<file path="config.mk">
export PLATFORM = sky130hd
export DESIGN_NAME = xfer_act_ctrl
export DESIGN_NICKNAME = d
export VERILOG_FILES = /design/src/rtl/xfer_act_ctrl.sv
export SDC_FILE = /design/constraint.sdc
export NUM_CORES = 1
export LEC_CHECK = 0
export CELL_PAD_IN_SITES_DETAIL_PLACEMENT = 1
export CELL_PAD_IN_SITES_GLOBAL_PLACEMENT = 2
export CORE_AREA = 3 3 169 171
export CTS_CLUSTER_DIAMETER = 30
export DETAILED_ROUTE_END_ITERATION = 8
export DIE_AREA = 0 0 172 174
export PLACE_DENSITY = 0.84
export SYNTH_ARGS = -nofsm -noshare
export SYNTH_HDL_FRONTEND = slang
export SYNTH_SLANG_ARGS = --single-unit
</file>
<file path="constraint.sdc">
create_clock -name clk -period 6.5 [get_ports clk]
set_input_delay 0.65 -clock clk [delete_from_list [all_inputs] [get_ports clk]]
set_output_delay 0.65 -clock clk [all_outputs]
set_load 0.005 [all_outputs]
</file>
<file path="src/rtl/xfer_act_ctrl.sv">
module xfer_act_ctrl #(
  parameter int NREG  = 7,
  parameter int CNT_W = 16
) (
  input  logic                    clk,
  input  logic                    rst_n,
  input  logic [NREG*8-1:0]       irq_req,
  input  logic                    bus_wr,
  input  logic [2:0]              bus_idx,
  input  logic [7:0]              bus_wdata,
  output logic [7:0]              bus_rdata,
  input  logic                    cnt_wr_lo,
  input  logic                    cnt_wr_hi,
  input  logic                    stop_after_one,
  output logic                    xfer_start,
  output logic [$clog2(NREG*8)-1:0] xfer_src,
  input  logic                    xfer_done,
  output logic                    busy,
  output logic [CNT_W-1:0]        cnt_value,
  output logic [NREG*8-1:0]       cpu_irq
);
  localparam int SRC = NREG * 8;
  localparam int SW  = $clog2(SRC);

  logic [SRC-1:0]   en, pend, cand, grant_mask, clr_mask, en_nxt;
  logic [CNT_W-1:0] cnt;
  logic [SW-1:0]    sel_idx;
  logic             sel_hit, unit_end, finish;

  assign cand      = pend & en;
  assign unit_end  = busy & xfer_done;
  assign finish    = unit_end & (stop_after_one | (cnt == CNT_W'(1)));
  assign clr_mask  = finish ? (SRC'(1) << xfer_src) : '0;
  assign grant_mask = (!busy && sel_hit) ? (SRC'(1) << sel_idx) : '0;
  assign cnt_value = cnt;

  always_comb begin
    sel_hit = 1'b0;
    sel_idx = '0;
    for (int i = SRC - 1; i >= 0; i--) begin
      if (cand[i]) begin
        sel_hit = 1'b1;
        sel_idx = SW'(i);
      end
    end
  end

  always_comb begin
    en_nxt = en;
    for (int k = 0; k < NREG; k++)
      if (bus_wr && bus_idx == 3'(k)) en_nxt[8*k +: 8] = bus_wdata;
    en_nxt = en_nxt & ~clr_mask;
  end

  always_comb begin
    bus_rdata = 8'h00;
    for (int k = 0; k < NREG; k++)
      if (bus_idx == 3'(k)) bus_rdata = en[8*k +: 8];
  end

  always_ff @(posedge clk or negedge rst_n) begin
    if (!rst_n) begin
      en         <= '0;
      pend       <= '0;
      cnt        <= '0;
      busy       <= 1'b0;
      xfer_start <= 1'b0;
      xfer_src   <= '0;
      cpu_irq    <= '0;
    end else begin
      en      <= en_nxt;
      pend    <= (pend | (irq_req & en)) & en & ~grant_mask;
      cpu_irq <= (irq_req & ~en) | clr_mask;
      xfer_start <= 1'b0;
      if (cnt_wr_lo || cnt_wr_hi) begin
        if (cnt_wr_lo) cnt[7:0]       <= bus_wdata;
        if (cnt_wr_hi) cnt[CNT_W-1:8] <= bus_wdata[CNT_W-9:0];
      end else if (unit_end) begin
        cnt <= cnt - CNT_W'(1);
      end
      if (!busy) begin
        if (sel_hit) begin
          busy       <= 1'b1;
          xfer_start <= 1'b1;
          xfer_src   <= sel_idx;
        end
      end else if (xfer_done) begin
        busy <= 1'b0;
      end
    end
  end


  start_pulse_chk: assert property (@(posedge clk) disable iff (!rst_n)
    xfer_start |=> !xfer_start);


  start_needs_idle_chk: assert property (@(posedge clk) disable iff (!rst_n)
    xfer_start |-> busy && !$past(busy));


  start_src_enabled_chk: assert property (@(posedge clk) disable iff (!rst_n)
    xfer_start |-> (($past(en) >> xfer_src) & SRC'(1)) == SRC'(1));


  cnt_step_chk: assert property (@(posedge clk) disable iff (!rst_n)
    (busy && xfer_done && !cnt_wr_lo && !cnt_wr_hi) |=> cnt == $past(cnt) - CNT_W'(1));


  stop_clears_chk: assert property (@(posedge clk) disable iff (!rst_n)
    (busy && xfer_done && stop_after_one) |=> ((en >> $past(xfer_src)) & SRC'(1)) == '0);


  empty_irq_chk: assert property (@(posedge clk) disable iff (!rst_n)
    (busy && xfer_done && cnt == CNT_W'(1)) |=> ((cpu_irq >> $past(xfer_src)) & SRC'(1)) != '0);
endmodule

</file>
==> summary.md, run 1 <==
| Metric | Value |
|---|---|
| Status | finished clean |
| DIE WIDTH | 172 microns |
| Area grow syn2layout | 24.6% |
| # nets final | 1,262 |
| CTS buffer count | 17 |
| H-tree Lvls | 4 |
| Synth area leader | dfrtp_1 |
| Register bit total from synthesis | 192 |
| Clk pin slew, worst setup/hold paths | 0.08 ns |
| ANT nets after route | 0 |
| Post-DP HPWL | 29.1 mm |
| Tmin final | 4.48 ns |
| Mean post-synth cell area | 9.26 sq um |
| Largest net degree at the start of global routing | 70 |
| Vias | 9,333 |
| Clock sinks | 192 |
| Starting DRT DRC Count | 953 |
| Avg WL per Cell | 26.5 microns |
| Critical Path End Type | output pin |
| Main area contributors after synthesis | dfrtp_1, o21ai_0, mux2i_1, nand2_1, a21oi_1 |
| Power consumption | 5.02 mW |
| Power Dens Cells | 411 mW/mm^2 |
| DRT Pass-1 Iters | 5 |
| Max VDD drop | 0.230 mV |
| CP arrival | 3.83 ns |
| Top_reg_cell synth | dfrtp_1 |
| EDFF count, synth | 0 |
| Critical path class | in2out |
| Count of max-cap constraint violations | 0 |
| CTS tree | yes |
| Synth cell types | 70 |
| Relative slew slack | 8.01% |
| Syn nets | 1,133 |
| Leak | 5.06 nW |
| Die footprint | 0.0299 sq mm |
| Hold crit path type | in2async |
| CTS resizes | 0 |
| Largest delay share family, worst path | buffers and inverters |
| Detailed Route WL | 40.8 mm |
| Ys Warns | 0 |
| Clk_lat worst skew | 0.44 ns |
| Max incr delay on CP | 0.90 ns |
| Post-CTS setup buffers | 0 |
| Critical Path Start Type | primary input |
| # setup viols final | 0 |
| Core Rows | 60 |
| Port-buffer cells | 161 |
| Hold buffer count at cts | 0 |
| RSZ-0062 raised after global routing | no |
| Mapped Cells | 1,057 |
| Worst clock skew | 0.0154 ns |
| CP bufs+invs | 3 |
| Crit Path Max Fanout | 32 |
| Most common cell in the netlist | dfrtp_1 |
| Synthesized area | 0.00979 sq mm |
| Final Core Density | 45.1% |
| Number of global-route vias before repair | 9,434 |
| Sequential share of the synthesized area | 49.1% |
| Final Max Slew Viols | 0 |
| Initial Util | 36.2% |
| Clock Tree Root | clkbuf_16 |
| Die Height | 174 microns |
| Layout cells sized above 1 | 5.42% |
| Synth top area share | 49.1% |
| GRT Overall Usage | 27.2% |
| IO Count | 162 |
| Vias per cell | 6.06 |
| RD Place Congestion | 0.940 |
| Drc violations | 0 |
| CORE AREA | 0.0270 sq mm |
| Worst slew pin tran | 1.37 ns |
| Period utilization | 68.8% |
| Diodes inserted | 0 |
| Clock Path Buffers | 2 |
| Fill cells | 3,105 |
| Worst endpoint required time | 5.85 ns |
| List of most frequent post-synthesis cells | dfrtp_1, o21ai_0, nand2_1, nor2_1, a21oi_1 |
| Final Hold Violating Endpoints | 0 |
| Grt total ovfl | 0 |
| Peak Freq | 0.223 GHz |
| Post-synth ARST share | 100% |
| Final setup TNS | 0 ns |
| Crit path max-delay cell type | nor2b_1 |
| Crit-path cells | clkdlybuf4s50_1 -> buf_4 -> nor2b_1 -> a22oi_1 -> o22ai_1 -> a21oi_1 -> nor2_1 -> a21oi_1 -> o21ai_0 -> clkdlybuf4s50_1 |
| Global-route wire length before repair | 60.9 mm |
| Initial antenna violation count | 0 |
-- per-stage QoR --
step	cell area, sq um	setup WS [ns]	hold slack [ns]	instances
final	12200	2.02	0.182	1540
after global placement	11600	2.19	0.495	1508
after global routing	12200	1.84	0.211	1540
after floorplan	9790	3.93	0.354	1057
after CTS	12200	2.09	0.189	1540
after detailed placement	11600	2.12	0.526	1508
-- worst paths after layout --
check / depth (start not counted) / to / from / slack (ns)
max: 10 / bus_rdata[0] / bus_idx[1] / 2.02
min: 1 / pend[54] / rst_n / 0.18
max reg2reg: 8 / pend[2] / en[35] / 3.15
min reg2reg: 2 / cnt_value[10] / cnt_value[10] / 0.54
max in group asynchronous: 2 / cpu_irq[26] / rst_n / 4.98
min in group clk: 2 / cnt_value[10] / cnt_value[10] / 0.54
-- where the power goes --
part | internal [mW] | switching (mW) | leakage, nW
registers | 1.49 | 0.479 | 2.39
logic | 0.708 | 1.29 | 2.39
clock network | 0.548 | 0.508 | 0.278
total | 2.74 | 2.27 | 5.06
-- cells by family after synthesis --
family                   after synthesis  synth area share (%)
flip-flops                           192                  49.1
multiplexers                          59                  6.07
AND/OR/NAND/NOR                      290                  14.2
AO/OA/AOI/OAI                        395                  25.3
buffers and inverters                117                  4.90
adder cells (fa/ha/maj)                2                 0.256
XOR/XNOR                               2                 0.179
-- per-layer routing --
metal / GRT usage [%] / up-vias / part of all wire (%)
met3: 4.05 / 78 / 5.7
met4: 11.0 / 0 / 4.3
li1: - / 4120 / -
met2: 42.4 / 351 / 46
met1: 38.0 / 4784 / 44
met5: 0 / - / 0
-- worst reg2reg max path: cells and delay by family, from the launching register on --
kind | cells | cell delay (ns)
simple gates | 2 | 0.49
compound gates | 5 | 1.82
buf+inv | 1 | 0.38
flops | 1 | 0.48
-- cells in the final DEF, fill, tap and decap left out, types with 10 or more instances in the layout --
cell and n:
nor2_1 98, nand3_1 11, mux2i_1 56, a21oi_1 78
clkdlybuf4s50_1 160, a22o_1 17, a22oi_1 37, o22ai_1 31
nand2_1 107, o21ai_0 120, and2_1 10, clkbuf_16 17
a31oi_1 55, dfrtp_1 192, inv_1 59
-- flip-flops by register name, summed over array words and instances (netlist names) --
signal      flops
en             56
cpu_irq        56
xfer_src        6
pend           56
cnt_value      16
xfer_start      1
busy            1
-- cell type report --
| type | count | area [sq um] | area share (%) |
|---|---|---|---|
| tap | 341 | 427 | 3.50 |
| clock buffer | 19 | 443 | 3.63 |
| multi-input combinational | 748 | 4510 | 37.0 |
| timing repair buffer | 167 | 1660 | 13.6 |
| sequential | 192 | 4800 | 39.4 |
| clock inverter | 13 | 126 | 1.04 |
| inverter | 60 | 225 | 1.85 |
Power figures use the tool's default switching activity.
==> run 2: changes to the inputs <==
--- a/config.mk
+++ b/config.mk
@@ -7,11 +7,11 @@
 export LEC_CHECK = 0
 export CELL_PAD_IN_SITES_DETAIL_PLACEMENT = 1
 export CELL_PAD_IN_SITES_GLOBAL_PLACEMENT = 2
-export CORE_AREA = 3 3 169 171
+export CORE_AREA = 3 3 177 179
 export CTS_CLUSTER_DIAMETER = 30
 export DETAILED_ROUTE_END_ITERATION = 8
-export DIE_AREA = 0 0 172 174
-export PLACE_DENSITY = 0.84
+export DIE_AREA = 0 0 180 182
+export PLACE_DENSITY = 0.77
 export SYNTH_ARGS = -nofsm -noshare
 export SYNTH_HDL_FRONTEND = slang
 export SYNTH_SLANG_ARGS = --single-unit
==> constraint.sdc (replaced) <==
create_clock -name clk -period 4.4 [get_ports clk]
set_input_delay 0.44 -clock clk [delete_from_list [all_inputs] [get_ports clk]]
set_output_delay 0.44 -clock clk [all_outputs]
set_load 0.005 [all_outputs]
==> run 2 against run 1 <==
Against the previous run:
- die area increased by 9.5%
- worst hold slack got worse by 0.13 ns
- wire length up 2.0%
- critical endpoint unchanged
- highest routed layer unchanged
==> summary.md, run 2 (synthesis gave the netlist of run 1 again) <==
| Metric | Value |
|---|---|
| Status | finished clean (unchanged) |
| IO Count | 162 (unchanged) |
| Met2 usage | 40.1% (was 42.4%) |
| Crit path max-delay cell type | clkdlybuf4s50_1 (was nor2b_1) |
| Detailed Route WL | 41.6 mm (was 40.8 mm) |
| Post-DP HPWL | 29.3 mm (was 29.1 mm) |
| DIE WIDTH | 180 microns (was 172 microns) |
| RD Place Congestion | 0.919 (was 0.940) |
| Fill cells | 3,397 (was 3,105) |
| Clk pin slew, worst setup/hold paths | 0.08 ns (about the same) |
| CP arrival | 3.23 ns (was 3.83 ns) |
| # nets final | 1,268 (was 1,262) |
| Worst endpoint required time | 3.96 ns (was 5.85 ns) |
| Worst clock skew | 0.0152 ns (was 0.0154 ns) |
| Peak Freq | 0.272 GHz |
| Clk_lat worst skew | 0.45 ns (was 0.44 ns) |
| Initial antenna violation count | 0 (unchanged) |
| Power Dens Cells | 611 mW/mm^2 (was 411 mW/mm^2) |
| Period utilization | 83.5% |
| GRT busiest layer | met2 (unchanged) |
| Worst r2r src | en[48] (was en[35]) |
| Critical Path Start Type | primary input (unchanged) |
| Critical Path End Type | output pin (unchanged) |
| Vias per cell | 5.87 (was 6.06) |
| Layout cells sized above 1 | 5.89% (was 5.42%) |
| Clock Tree Root | clkbuf_16 (unchanged) |
| Biggest regs | cpu_irq: 56 flops, en: 56 flops, pend: 56 flops (unchanged) |
| Commonest non-fill, non-tap cell in the layout | dfrtp_1 (unchanged) |
| Post-CTS setup buffers | 0 (unchanged) |
| Drc violations | 0 (unchanged) |
| Crit-path cells | clkdlybuf4s50_1 -> nor2b_1 -> buf_4 -> a22oi_1 -> o22ai_1 -> a21oi_1 -> nor2_1 -> a21oi_1 -> o21ai_0 -> clkdlybuf4s50_1 (was clkdlybuf4s50_1 -> buf_4 -> nor2b_1 -> a22oi_1 -> o22ai_1 -> a21oi_1 -> nor2_1 -> a21oi_1 -> o21ai_0 -> clkdlybuf4s50_1) |
| Final setup TNS | 0 ns (unchanged) |
| Hold crit path type | in2async (unchanged) |
| Diodes inserted | 0 (unchanged) |
| CTS buffer count | 17 (unchanged) |
| Critical path class | in2out (unchanged) |
| Met1 Track Usage GR | 33.9% (was 38.0%) |
| Leak | 5.11 nW (was 5.06 nW) |
| Worst r2r path cells | 7 (was 8) |
| Reg-to-reg slack, setup | 1.12 ns (was 3.15 ns) |
| Port-buffer cells | 161 (unchanged) |
| RSZ-0062 raised after global routing | no (unchanged) |
| Power consumption | 7.55 mW (was 5.02 mW) |
| Relative slew slack | 21.6% (was 8.01%) |
| Initial Util | 32.9% (was 36.2%) |
| CORE AREA | 0.0297 sq mm (was 0.0270 sq mm) |
| Final instance area | 0.0124 sq mm (was 0.0122 sq mm) |
| CTS tree | yes (unchanged) |
| Worst slew pin tran | 1.17 ns (was 1.37 ns) |
| Final Max Slew Viols | 0 (unchanged) |
| # setup viols final | 0 (unchanged) |
| Crit Path Max Fanout | 11 (was 32) |
| Core Rows | 63 (was 60) |
| Clock Path Buffers | 2 (unchanged) |
| Tmin final | 3.67 ns |
| Starting DRT DRC Count | 775 (was 953) |
| Most frequent cells in the layout | dfrtp_1, clkdlybuf4s50_1, o21ai_0 (unchanged) |
| CTS resizes | 0 (unchanged) |
| Crit path launch | bus_idx[2] (was bus_idx[1]) |
| Final Hold Violating Endpoints | 0 (unchanged) |
| GRT met3 Usage | 5.53% (was 4.05%) |
| Count of max-cap constraint violations | 0 (unchanged) |
| Grt total ovfl | 0 (unchanged) |
| Max incr delay on CP | 0.63 ns (was 0.90 ns) |
| DRT Pass-1 Iters | 6 (was 5) |
| Clock sinks | 192 (unchanged) |
| Global-route wire length before repair | 62.3 mm (was 60.9 mm) |
| Max VDD drop | 0.415 mV (was 0.230 mV) |
| Vias | 9,356 (was 9,333) |
| Largest net degree at the start of global routing | 107 (was 70) |
| Area grow syn2layout | 26.3% (was 24.6%) |
| GRT Overall Usage | 25.2% (was 27.2%) |
| Placed inst area | 0.0118 sq mm (was 0.0116 sq mm) |
| ANT nets after route | 0 (unchanged) |
| H-tree Lvls | 4 (unchanged) |
| Hold buffer count at cts | 0 (unchanged) |
| Number of global-route vias before repair | 9,449 (was 9,434) |
| Avg WL per Cell | 26.1 microns (was 26.5 microns) |
| Die footprint | 0.0328 sq mm (was 0.0299 sq mm) |
| Worst R2R End | pend[21] (was pend[2]) |
| Die Height | 182 microns (was 174 microns) |
-- run 2: changes by cell type in the layout (fill, tap and decap cells not counted), sizes merged --
cell	delta
buf	+6
clkbuf	-1
clkinvlp	-1
inv	+1
clkinv	+1
-- run 2: critical path, delay by kind of cell --
kind	cells	cell delay, ns
compound gates	5	0.84
simple gates	2	0.49
buf+inv	3	1.46
-- run 2: cell type report --
class	count	area (sq um)	share of cell area [%]
flip-flops and latches	192	4800	38.9
multi-input cells	748	4510	36.5
repair buffers	173	1730	14.0
well taps	390	488	3.95
clock buffers	18	429	3.47
inverters	60	225	1.82
clock inverters	14	173	1.40
-- run 2: report_power, final --
group | leakage, nW | switching (mW) | total [mW] | internal (mW)
logic | 2.43 | 1.93 | 3.03 | 1.09
registers | 2.39 | 0.674 | 2.87 | 2.20
clock network | 0.290 | 0.836 | 1.65 | 0.817
total | 5.11 | 3.44 | 7.55 | 4.11
-- run 2: worst max path at each step --
stage,end,slack [ns],depth (start not counted)
2_1_floorplan,en[31],2.13,8
3_3_place_gp,bus_rdata[0],0.86,10
3_5_place_dp,bus_rdata[0],0.78,10
4_1_cts,bus_rdata[0],0.77,10
5_1_grt,bus_rdata[0],0.56,9
6_report,bus_rdata[0],0.73,10
-- run 2: metrics by stage --
| step | setup slack [ns] | utilization, % | std cells | hold slack [ns] |
|---|---|---|---|---|
| finish | 0.728 | 41.6 | 1595 | 0.0474 |
| global route | 0.558 | 41.6 | 1595 | 0.158 |
| CTS | 0.769 | 41.6 | 1595 | 0.131 |
| detailed placement | 0.782 | 39.6 | 1563 | 0.519 |
| global placement | 0.862 | 39.6 | 1563 | 0.506 |
| floorplan | 2.13 | - | 1057 | 0.144 |
-- run 2: metal layers --
metal	vias up	wire length (microns)
li1	4140	-
met1	4764	18100
met2	386	19200
met3	66	3000
met4	0	1290
met5	-	0
==> run 3: changes to the inputs <==
--- a/config.mk
+++ b/config.mk
@@ -7,11 +7,11 @@
 export LEC_CHECK = 0
 export CELL_PAD_IN_SITES_DETAIL_PLACEMENT = 1
 export CELL_PAD_IN_SITES_GLOBAL_PLACEMENT = 2
-export CORE_AREA = 3 3 177 179
+export CORE_AREA = 3 3 185 187
 export CTS_CLUSTER_DIAMETER = 30
 export DETAILED_ROUTE_END_ITERATION = 8
-export DIE_AREA = 0 0 180 182
-export PLACE_DENSITY = 0.77
+export DIE_AREA = 0 0 188 190
+export PLACE_DENSITY = 0.74
 export SYNTH_ARGS = -nofsm -noshare
 export SYNTH_HDL_FRONTEND = slang
 export SYNTH_SLANG_ARGS = --single-unit
==> constraint.sdc (replaced) <==
create_clock -name clk -period 3.03 [get_ports clk]
set_input_delay 0.303 -clock clk [delete_from_list [all_inputs] [get_ports clk]]
set_output_delay 0.303 -clock clk [all_outputs]
set_load 0.005 [all_outputs]
==> run 3 against run 2 <==
Against the previous run:
- utilization shrank 1.0 points
- power grew 58%
- sequential share of layout area shrank 2.6 points
- die area grew 9.0%
- setup slack lost 0.66 ns
- via count grew 3.3%
- global-route usage grew 0.16 points
- wire length grew 8.6%
- register-to-register slack lost 1.0 ns
- combinational power grew 86%
- worst hold slack gained 0.37 ns
- clock-buffer cell count shrank 1
- largest power group unchanged
==> summary.md, run 3 (synthesis gave the netlist of run 1 again) <==
| Metric | Value |
|---|---|
| Grt total ovfl | 0 (unchanged) |
| Critical Path End Type | output pin (unchanged) |
| Vias | 9,666 (was 9,356) |
| Worst endpoint required time | 2.73 ns (was 3.96 ns) |
| Hold EP | cpu_irq[48] |
| Initial Util | 30.0% (was 32.9%) |
| Crit path max-delay cell type | clkdlybuf4s50_1 (unchanged) |
| Worst slew pin tran | 0.896 ns (was 1.17 ns) |
| Global-route wire length before repair | 67.2 mm (was 62.3 mm) |
| Worst Hold Depth | 3 |
| Clock sinks | 192 (unchanged) |
| Status | finished clean (unchanged) |
| Final Max Slew Viols | 0 (unchanged) |
| Die footprint | 0.0357 sq mm (was 0.0328 sq mm) |
| Met1 Wirelength | 19.8 mm (was 18.1 mm) |
| Worst R2R End | pend[49] (was pend[21]) |
| Crit-path cells | clkdlybuf4s50_1 -> nor2b_1 -> buf_4 -> a22oi_1 -> o22ai_1 -> a21oi_1 -> nor2_1 -> a21oi_1 -> o21ai_0 -> clkdlybuf4s50_1 (unchanged) |
| Peak Freq | 0.338 GHz |
| Dpl cells | 1,708 (was 1,563) |
| Port-buffer cells | 161 (unchanged) |
| Starting DRT DRC Count | 946 (was 775) |
| Reg-to-reg slack, setup | 0.10 ns (was 1.12 ns) |
| CP bufs+invs | 3 (unchanged) |
| Number of global-route vias before repair | 9,964 (was 9,449) |
| Critical Path Start Type | primary input (unchanged) |
| Worst clock skew | 0.0158 ns (was 0.0152 ns) |
| Avg WL per Cell | 25.9 microns (was 26.1 microns) |
| CTS tree | yes (unchanged) |
| Die Height | 190 microns (was 182 microns) |
| DRT Pass-1 Iters | 6 (unchanged) |
| GRT Overall Usage | 25.3% (was 25.2%) |
| Largest net degree at the start of global routing | 81 (was 107) |
| Core Rows | 66 (was 63) |
| Metal3 WL | 2.81 mm (was 3.00 mm) |
| Final instance area | 0.0132 sq mm (was 0.0124 sq mm) |
| Clk_lat worst skew | 0.46 ns (was 0.45 ns) |
| H-tree Lvls | 4 (unchanged) |
| Post-DP HPWL | 33.3 mm (was 29.3 mm) |
| Commonest non-fill, non-tap cell in the layout | dfrtp_1 (unchanged) |
| Detailed Route WL | 45.2 mm (was 41.6 mm) |
| Count of max-cap constraint violations | 0 (unchanged) |
| Power consumption | 11.9 mW (was 7.55 mW) |
| Hold Path Origin | irq_req[48] |
| Met2 wire len | 21.4 mm (was 19.2 mm) |
| Max VDD drop | 0.476 mV (was 0.415 mV) |
| Final worst slack | 0.0726 ns (was 0.728 ns) |
| Worst r2r path cells | 8 (was 7) |
| Initial antenna violation count | 0 (unchanged) |
| Area grow syn2layout | 35.2% (was 26.3%) |
| RSZ-0062 raised after global routing | no (unchanged) |
| Tmin final | 2.96 ns |
| CORE AREA | 0.0326 sq mm (was 0.0297 sq mm) |
| Hold crit path type | in2reg (was in2async) |
| Power Dens Cells | 903 mW/mm^2 (was 611 mW/mm^2) |
| CP arrival | 2.65 ns (was 3.23 ns) |
| Max incr delay on CP | 0.55 ns (was 0.63 ns) |
| Largest delay share family, worst path | buffers and inverters (unchanged) |
| Critical path class | in2out (unchanged) |
| Final Hold Violating Endpoints | 0 (unchanged) |
| Drc violations | 0 (unchanged) |
| Biggest regs | cpu_irq: 56 flops, en: 56 flops, pend: 56 flops (unchanged) |
| DIE WIDTH | 188 microns (was 180 microns) |
| Most frequent cells in the layout | dfrtp_1, clkdlybuf4s50_1, o21ai_0 (unchanged) |
| RD Place Congestion | 0.941 (was 0.919) |
| IO Count | 162 (unchanged) |
| Leak | 5.60 nW (was 5.11 nW) |
| ANT nets after route | 0 (unchanged) |
| Diodes inserted | 0 (unchanged) |
| Final setup TNS | 0 ns (unchanged) |
| # nets final | 1,362 (was 1,268) |
| Clock Tree Root | clkbuf_16 (unchanged) |
| CTS buffer count | 17 (unchanged) |
| Max layer used | met4 (unchanged) |
| Layout cells sized above 1 | 13.2% (was 5.89%) |
| # setup viols final | 0 (unchanged) |
| Post-Layout Cell Count | 1,741 (was 1,595) |
| Setup slack at placement | 0.0788 ns (was 0.782 ns) |
| Placed inst area | 0.0126 sq mm (was 0.0118 sq mm) |
| Period utilization | 97.6% |
| Clk pin slew, worst setup/hold paths | 0.08 ns (about the same) |
| Vias per cell | 5.55 (was 5.87) |
| Worst r2r src | pend[31] (was en[48]) |
| Crit Path Max Fanout | 15 (was 11) |
| Relative slew slack | 40.1% (was 21.6%) |
| Clock Path Buffers | 2 (unchanged) |
## run 3: worst max-delay path by stage
stage	from	to	slack, ns	depth (start not counted)
global placement	bus_idx[2]	bus_rdata[7]	0.11	10
global route	bus_idx[1]	bus_rdata[5]	0.007	10
CTS	pend[27]	pend[49]	0.03	8
finish	bus_idx[1]	bus_rdata[2]	0.07	10
floorplan	cnt_value[8]	en[31]	0.76	8
detailed placement	pend[27]	pend[49]	0.08	8
## run 3: cell type report
type | instances | area (sq um)
clock inverter | 15 | 174
fill | 3737 | 19400
timing repair buffer | 267 | 2500
clock buffer | 17 | 425
inverter | 60 | 225
tap | 442 | 553
sequential | 192 | 4800
multi-input combinational | 748 | 4550
## run 3: metal layers
layer,GRT usage [%],vias up
li1,-,4327
met1,34.6,4914
met2,41.3,375
met3,4.83,50
met4,6.90,0
met5,0,-
## run 3: power by group
part           leakage, nW  switching [mW]  internal, mW
clock                0.281            1.15          1.24
sequential            2.39           0.714          3.20
combinational         2.93            3.40          2.24
## run 3: stage by stage
stage | hold slack [ns] | util, %
6_report | 0.418 | 40.6
5_1_grt | 0.433 | 40.6
4_1_cts | 0.408 | 40.4
3_5_place_dp | 0.414 | 38.6
3_3_place_gp | 0.404 | 38.6
2_1_floorplan | 0.00741 | -
## run 3: repair_timing
action,4_1_cts,5_1_grt
setup endpoints to repair,0,11
gates resized for setup,0,7
hold buffers,1,0
buffers inserted,0,0
endpoints found under the hold margin,78,0
## run 3: tightest hold or removal path: stages
cell and delay [ns]:
clkdlybuf4s50_1 0.42, inv_1 0.05, o21ai_0 0.06
